`src/rtl/pwm_gen_pkg.sv`:
```
package pwm_gen_pkg;

   // Meaning of the data carried by the write port.
   typedef enum logic {
      WR_RAW  = 1'b0,   // data low bits are the threshold itself
      WR_DUTY = 1'b1    // data is a measured duty, converted to a threshold
   } wr_mode_e;

endpackage

```
`src/rtl/pwm_tick_gen.sv`:
```
// Shared timebase: prescaler plus wrapping period counter.
module pwm_tick_gen #(
   parameter int RES_W     = 8,
   parameter int PRESC_DIV = 2
) (
   input  logic             clk,
   input  logic             rst_n,
   output logic [RES_W-1:0] cnt_o,
   output logic             tick_o,
   output logic             wrap_o
);
   localparam logic [RES_W-1:0] CNT_MAX = '1;

   logic [RES_W-1:0] cnt_q;

   generate
      if (PRESC_DIV == 1) begin : g_nodiv
         assign tick_o = 1'b1;
      end else begin : g_div
         localparam int PW = $clog2(PRESC_DIV);
         localparam logic [PW-1:0] PC_LAST = PW'(PRESC_DIV - 1);
         logic [PW-1:0] pc_q;

         always_ff @(posedge clk) begin
            if (!rst_n) begin
               pc_q <= '0;
            end else if (pc_q == PC_LAST) begin
               pc_q <= '0;
            end else begin
               pc_q <= pc_q + 1'b1;
            end
         end

         assign tick_o = (pc_q == PC_LAST);
      end
   endgenerate

   always_ff @(posedge clk) begin
      if (!rst_n) begin
         cnt_q <= '0;
      end else if (tick_o) begin
         cnt_q <= cnt_q + 1'b1;
      end
   end

   assign cnt_o  = cnt_q;
   assign wrap_o = tick_o && (cnt_q == CNT_MAX);

endmodule

```
`src/rtl/pwm_duty_map.sv`:
```
// Converts a measured duty (0 .. 2**RES_W and above) into a threshold.
module pwm_duty_map #(
   parameter int RES_W = 8
) (
   input  logic [RES_W:0]   duty_i,
   output logic [RES_W-1:0] cmp_o
);
   localparam logic [RES_W:0] FULL = {1'b1, {RES_W{1'b0}}};

   logic [RES_W:0] diff;

   assign diff = FULL - duty_i;

   always_comb begin
      if (duty_i[RES_W]) begin
         cmp_o = '0;              // saturate: always high
      end else if (duty_i == '0) begin
         cmp_o = '1;              // smallest achievable duty
      end else begin
         cmp_o = diff[RES_W-1:0];
      end
   end

endmodule

```
`src/rtl/pwm_cmp_chan.sv`:
```
// One channel: holding and active threshold, comparator, gated output.
module pwm_cmp_chan #(
   parameter int                   RES_W   = 8,
   parameter pwm_gen_pkg::wr_mode_e WR_MODE = pwm_gen_pkg::WR_DUTY,
   parameter logic [RES_W-1:0]     RST_CMP = '1
) (
   input  logic             clk,
   input  logic             rst_n,
   input  logic             en,
   input  logic             wrap,
   input  logic [RES_W-1:0] cnt,
   input  logic             wr,
   input  logic [RES_W:0]   wdata,
   output logic [RES_W-1:0] shd_o,
   output logic [RES_W-1:0] act_o,
   output logic             pwm_o
);
   logic [RES_W-1:0] wcmp;
   logic [RES_W-1:0] shd_q;
   logic [RES_W-1:0] act_q;

   generate
      if (WR_MODE == pwm_gen_pkg::WR_DUTY) begin : g_map
         pwm_duty_map #(.RES_W(RES_W)) u_map (
            .duty_i (wdata),
            .cmp_o  (wcmp)
         );
      end else begin : g_raw
         assign wcmp = wdata[RES_W-1:0];
      end
   endgenerate

   // Holding register follows writes.
   always_ff @(posedge clk) begin
      if (!rst_n) begin
         shd_q <= RST_CMP;
      end else if (wr) begin
         shd_q <= wcmp;
      end
   end

   // Active register takes the pre-edge holding value only on wrap.
   always_ff @(posedge clk) begin
      if (!rst_n) begin
         act_q <= RST_CMP;
      end else if (wrap) begin
         act_q <= shd_q;
      end
   end

   assign shd_o = shd_q;
   assign act_o = act_q;
   assign pwm_o = en && (cnt >= act_q);

endmodule

```
`src/rtl/pwm_dbuf_gen.sv`:
```
module pwm_dbuf_gen #(
   parameter int                   RES_W     = 8,
   parameter int                   PRESC_DIV = 2,
   parameter int                   NUM_CH    = 2,
   parameter pwm_gen_pkg::wr_mode_e WR_MODE   = pwm_gen_pkg::WR_DUTY
) (
   input  logic                        clk,
   input  logic                        rst_n,
   input  logic                        en,
   input  logic [NUM_CH-1:0]           wr_en,
   input  logic [NUM_CH*(RES_W+1)-1:0] wr_data,
   output logic [NUM_CH-1:0]           pwm_out
);
   localparam int DIN_W = RES_W + 1;
   localparam logic [RES_W-1:0] RST_CMP = '1;

   // Elaboration-time parameter checks.
   generate
      if (RES_W < 2 || RES_W > 16) begin : g_bad_res
         $error("pwm_dbuf_gen: RES_W must be 2..16");
      end
      if (PRESC_DIV < 1) begin : g_bad_div
         $error("pwm_dbuf_gen: PRESC_DIV must be at least 1");
      end
      if (NUM_CH < 1) begin : g_bad_ch
         $error("pwm_dbuf_gen: NUM_CH must be at least 1");
      end
   endgenerate

   logic [RES_W-1:0]        cnt_q;
   logic                    tick;
   logic                    wrap;
   logic [NUM_CH*RES_W-1:0] shd_vec;
   logic [NUM_CH*RES_W-1:0] act_vec;

   pwm_tick_gen #(
      .RES_W     (RES_W),
      .PRESC_DIV (PRESC_DIV)
   ) u_tick (
      .clk    (clk),
      .rst_n  (rst_n),
      .cnt_o  (cnt_q),
      .tick_o (tick),
      .wrap_o (wrap)
   );

   generate
      for (genvar c = 0; c < NUM_CH; c++) begin : g_ch
         pwm_cmp_chan #(
            .RES_W   (RES_W),
            .WR_MODE (WR_MODE),
            .RST_CMP (RST_CMP)
         ) u_chan (
            .clk   (clk),
            .rst_n (rst_n),
            .en    (en),
            .wrap  (wrap),
            .cnt   (cnt_q),
            .wr    (wr_en[c]),
            .wdata (wr_data[c*DIN_W +: DIN_W]),
            .shd_o (shd_vec[c*RES_W +: RES_W]),
            .act_o (act_vec[c*RES_W +: RES_W]),
            .pwm_o (pwm_out[c])
         );
      end
   endgenerate

endmodule

```
`config.mk`:
```
export PLATFORM = sky130hd
export DESIGN_NAME = pwm_dbuf_gen
export DESIGN_NICKNAME = d
export VERILOG_FILES = /design/src/rtl/pwm_gen_pkg.sv /design/src/rtl/pwm_tick_gen.sv /design/src/rtl/pwm_duty_map.sv /design/src/rtl/pwm_cmp_chan.sv /design/src/rtl/pwm_dbuf_gen.sv
export SDC_FILE = /design/constraint.sdc
export NUM_CORES = 1
export LEC_CHECK = 0
export CAP_MARGIN = 20
export CORE_ASPECT_RATIO = 2
export CORE_MARGIN = 4
export CORE_UTILIZATION = 60
export DETAILED_ROUTE_END_ITERATION = 10
export HOLD_SLACK_MARGIN = 0.1
export PLACE_DENSITY = 0.84
export SLEW_MARGIN = 20
export SYNTH_ARGS = -nofsm -noshare
export SYNTH_HDL_FRONTEND = slang
export SYNTH_SLANG_ARGS = --single-unit
```
`constraint.sdc`:
```
create_clock -name clk -period 2.7 [get_ports clk]
set_input_delay 0.405 -clock clk [delete_from_list [all_inputs] [get_ports clk]]
set_output_delay 0.405 -clock clk [all_outputs]
set_load 0.03 [all_outputs]
```
==> reports/results.txt, run 1 <==
status: completed
worst ir drop on vdd: 502 uV
most frequent cell after synthesis: dfxtp_1
Worst Hold Class: flop to flop
EDFF count, synth: 0
relative slew slack: 0.642
Min-Delay Endpoint: g_ch[1].u_chan.act_o[0]
FF-to-FF End: g_ch[0].u_chan.act_o[5]
Pint: 997 uW
number of fillers in the final layout: 306
Fin. Hold Viols: 0
IO Port Bufs: 24
Mapped Nets: 304
slowest CP cell: dfxtp_1
WP data required: 2300 ps
post-synthesis sequential area ratio: 0.371
Routed WL: 4330 um
crit-path cells: inv_1 -> ha_1 -> nand2b_1 -> a21o_1 -> a211oi_1 -> o21ai_0 -> dlygate4sd2_1
prevailing post-synth register cell: dfxtp_1
worst path arrival time: 2080 ps
global-route wire length before repair: 7650 um
DR iter-0 viols: 13
Initial Utilization: 0.613
Comb pwr share: 0.103
simple-gate share of the synthesized area: 0.207
CP Launch Type: flop
Compound-Gate Fraction of Synth Area: 0.174
vias in the first global route: 1,822
Area Overhead vs Synth: 17.4%
Setup crit end kind: primary output
FF+latch count, synth: 41
WHS: 481 ps
CORE AREA: 3610 um2
post-synthesis xor/xnor area fraction: 0.0436
detailed placement HPWL: 3380 um
WHS Path Cells: 2
cell taking the most area after synthesis: dfxtp_1
CP max stage delay: 390 ps
Final period util: 0.920
final setup fails: 0
Netlist cell types: 37
Max Cap Viol: 0
GR Layer Usage met2: 0.390
FFs w/ async S/R, synth: 0
max-slew violations: 0
Mapped Cells: 262
largest family of logic cells by synthesized area: simple AND/OR/NAND/NOR gates
CP Max Fanout: 4
Seq pwr share: 0.500
DR DRC count: 0
RD Place Congestion: 0.762
share of cells above drive strength 1: 0.0599
CTS Buf Count: 5
Post-CTS Setup Bufs: 0
Synth top cells by count: 41 x dfxtp_1, 31 x inv_1, 25 x nand2_1
gr ovfl total: 0
Clock Tree Buf Depth: 2
vias: 1,825
post-layout min period: 2480 ps
R2R Setup Slk: 1130 ps
Clk pin slew, worst setup/hold paths: 70 ps
Setup CP Type: flop to primary output
clock net sink count: 41
Diodes inserted: 0
gr usage total: 0.206
cell family with most CP delay: compound AO/OA/AOI/OAI gates
LEAKAGE: 1.21 nW
# IOs: 25
clock root cell: clkbuf_8
Initial DRT Pass Iterations: 4
die height: 93.9 um
r2r startpoint: u_tick.cnt_o[1]
Worst Path Buf+Inv: 2
fin util: 0.720
drt wl/cell: 13.0 um
Clock Latency Late Sink: 290 ps
CP Launch Point: u_tick.cnt_o[0]
Clk pwr share: 0.397
Syn Std Cell Area: 2210 um2
Max Freq: 0.403 GHz
CTS Hold Bufs: 0
row cnt: 31
Yosys warning count: 0
Die Width: 50.9 um
DR vias/cell: 5.48
Clock Skew: 4.77 ps
Synth Area in Adders: 0.107
nets@finish: 325
area of the die: 4780 um2
worst r2r path cells: 6
area fraction of the dominant cell type after synthesis: 0.371
mux contribution to synthesized area: 0.0187
GR Layer Usage met3: 0.0350
initial antenna violation count: 0
GRT Max-Usage Layer: met2
pin count of the biggest net entering global routing: 30
final setup TNS: 0 ps
ranking of synthesized cells by area: dfxtp_1 37%, ha_1 11%, inv_1 5.3%
unrepaired setup endpoints after global routing: no
CTS tree: built
Switching Share: 0.225
Slew @ Worst Pin: 536 ps
Pwr Density: 495 nW/um2
Routed Antenna Nets: 0
met1 usage: 0.203
Hold Path Origin: g_ch[1].u_chan.act_o[0]
H-tree levels: 2
syn avg cell area: 8.44 um2
Sw Pwr: 289 uW
==> cells in the final DEF, fill, tap and decap left out, drive strengths merged, types with 4 or more instances in the layout <==
cell,count
nor2b,4
inv,31
nand3,8
dfxtp,41
and2,5
clkbuf,6
nand4,5
clkdlybuf4s50,22
or3,4
xnor2,8
nand2b,9
nor2,10
ha,19
o21ai,20
nand2,25
o221ai,8
a21oi,7
o211ai,15
==> layout make-up <==
cell class	instances	area [um2]	share of cell area
Multi-Input combinational cell	177	1220	0.469
Sequential cell	41	821	0.316
Timing Repair Buffer	27	260	0.100
Inverter	31	116	0.0448
Clock buffer	6	82.6	0.0318
Tap cell	49	61.3	0.0236
Clock inverter	2	37.5	0.0145
==> metal layers <==
layer | vias up | routed length [um]
li1 | 951 | -
met1 | 836 | 1680
met2 | 28 | 2400
met3 | 10 | 108
met4 | 0 | 136
met5 | - | 0
==> worst max path at each step <==
stage,endpoint,slack [ps],cells past startpoint
after CTS,pwm_out[0],180,7
after floorplan,pwm_out[0],840,7
after global placement,pwm_out[1],200,6
after global routing,pwm_out[0],100,7
final,pwm_out[0],220,7
after detailed placement,pwm_out[1],160,6
==> worst min-delay path: cells and delay by family, from the launching register on <==
family	cells	cell delay, ps
and+or+nand+nor	2	120
DFF	1	330
==> kinds of logic (layout without fill, tap and decap cells) <==
logic type	Yosys count	in the layout
simple gates	85	85
flops	41	41
fa+ha+maj	19	19
compound gates	58	58
buf+inv	44	66
mux	4	4
xor+xnor	11	11
==> metrics by stage <==
stage	power, mW	setup WS, ps	std cells	cell area, um2
CTS	1.30	183	333	2600
finish	1.29	217	333	2600
global placement	0.784	197	325	2480
floorplan	0.726	840	262	2210
detailed placement	0.788	161	325	2480
global route	1.34	95.2	333	2600
==> registers in the layout (all words and copies together) (netlist names) <==
signal / cells
g_ch.u_chan.act_o: 16
g_ch.u_chan.shd_o: 16
u_tick.cnt_o: 8
u_tick.tick_o: 1
==> power by group through the flow <==
stage | clock [mW] | combinational (mW) | sequential, mW
final | 0.510 | 0.133 | 0.643
after global routing | 0.546 | 0.147 | 0.646
after CTS | 0.519 | 0.133 | 0.643
after detailed placement | 0 | 0.131 | 0.657
after global placement | 0 | 0.129 | 0.656
after floorplan | 0 | 0.0755 | 0.651
==> repair_timing <==
item / CTS / global route
gates resized for setup: 2 / 0
endpoints found under the setup margin: 2 / 0
hold endpoints to repair: 0 / 0
Power figures use the tool's default switching activity.
==> run 2: changes to the inputs <==
CORE_MARGIN = unset   (was 4)
==> reports/results.txt, run 2 (synthesis gave the netlist of run 1 again) <==
Initial Utilization: 0.641
initial antenna violation count: 0
worst ir drop on vdd: 406 uV
status: completed
Max Freq: 0.405 GHz
clock root cell: clkbuf_8
gr ovfl total: 0
RD Place Congestion: 0.760
DP Worst Slack: 194 ps
CTS Buf Count: 5
fin util: 0.747
die height: 87.9 um
final setup TNS: 0 ps
gr usage total: 0.251
slowest CP cell: dfxtp_1
CP max stage delay: 390 ps
Clock Tree Buf Depth: 2
CP Launch Type: flop
Worst Path Buf+Inv: 2
final setup fails: 0
pin count of the biggest net entering global routing: 30
vias in the first global route: 1,846
Slew @ Worst Pin: 695 ps
global-route wire length before repair: 7370 um
Clock Latency Late Sink: 280 ps
clock net sink count: 41
vias: 1,810
commonest non-fill, non-tap cell in the layout: dfxtp_1
Setup CP Type: flop to primary output
Die Width: 44.9 um
number of fillers in the final layout: 274
Clk pin slew, worst setup/hold paths: 80 ps
crit-path cells: inv_1 -> ha_1 -> nand2b_1 -> a21o_1 -> a211oi_1 -> o21ai_0 -> dlygate4sd2_1
Post-CTS Setup Bufs: 0
Initial DRT Pass Iterations: 4
drt wl/cell: 12.8 um
Worst Hold Class: flop to flop
Pwr Density: 479 nW/um2
Diodes inserted: 0
CORE AREA: 3450 um2
CTS tree: built
area of the die: 3950 um2
H-tree levels: 2
post-layout min period: 2470 ps
row cnt: 30
detailed placement HPWL: 3180 um
Fin. Hold Viols: 0
DR iter-0 viols: 32
final worst slack: 233 ps
Routed WL: 4220 um
Clock Skew: 6.17 ps
share of cells above drive strength 1: 0.0565
WHS: 473 ps
Setup crit end kind: primary output
WP data required: 2300 ps
CP Max Fanout: 4
area of the multi-input gates: 1220 um2
relative slew slack: 0.535
commonest non-fill, non-tap cells in the layout: 41 x dfxtp_1, 31 x inv_1, 25 x nand2_1
LEAKAGE: 1.21 nW
DR vias/cell: 5.47
cell family with most CP delay: compound AO/OA/AOI/OAI gates
worst path arrival time: 2060 ps
Routed Antenna Nets: 0
unrepaired setup endpoints after global routing: no
# IOs: 25
DR DRC count: 0
Area Overhead vs Synth: 16.6%
Register Area: 821 um2
Final period util: 0.914
Max Cap Viol: 0
nets@finish: 325
max-slew violations: 0
IO Port Bufs: 24
run 2: cell types whose count changed in the layout (fill, tap and decap cells not counted):
| cell | change |
|---|---|
| clkbuf_8 | -1 |
| clkinv_2 | +1 |
| clkinvlp_4 | -1 |
run 2: worst min-delay path, delay by kind of cell, from the launching register on:
family | cells | cell delay [ps]
flip-flops | 1 | 310
AND/OR/NAND/NOR | 2 | 110
run 2: metrics by stage:
step | power [mW] | cell area [um2] | instances
CTS | 1.25 | 2580 | 331
floorplan | 0.726 | 2210 | 262
global placement | 0.783 | 2480 | 324
finish | 1.24 | 2580 | 331
global route | 1.30 | 2580 | 331
detailed placement | 0.787 | 2480 | 324
run 2: worst paths after layout:
path                            cells past startpoint  slack (ps)                       to                    start
worst min register to register                      2         470  g_ch[1].u_chan.act_o[0]  g_ch[1].u_chan.shd_o[0]
worst min-delay path                                2         470  g_ch[1].u_chan.act_o[0]  g_ch[1].u_chan.shd_o[0]
worst max-delay path                                7         230               pwm_out[1]          u_tick.cnt_o[0]
worst max register to register                      6        1160  g_ch[0].u_chan.act_o[4]          u_tick.cnt_o[1]
run 2: final cells by class:
cell class / count / share of cell area
clock buffer: 5 / 0.0267
timing repair buffer: 27 / 0.101
multi-input combinational: 177 / 0.472
sequential: 41 / 0.318
clock inverter: 2 / 0.0136
tap: 48 / 0.0233
inverter: 31 / 0.0451
run 2: timing repair:
| action | 4_1_cts | 5_1_grt |
|---|---|---|
| endpoints found under the hold margin | 0 | 0 |
| hold buffers | 0 | 0 |
| endpoints found under the setup margin | 2 | 0 |
| gates resized for setup | 2 | 0 |
run 2: where the power goes:
group | leakage (nW) | total, mW | switching (mW) | internal (mW)
Combinational | 0.820 | 0.131 | 0.0612 | 0.0696
Sequential | 0.337 | 0.643 | 0.0153 | 0.627
Clock | 0.0540 | 0.463 | 0.194 | 0.269
run 2: per-layer routing:
layer  routed length, um  share of wire  vias up  global-route usage
li1                    -              -      951                   -
met1                1590           0.38      823               0.227
met2                2450           0.58       27               0.493
met3                  62          0.015        9              0.0412
met4                 122          0.029        0               0.129
met5                   0              0        -                   0
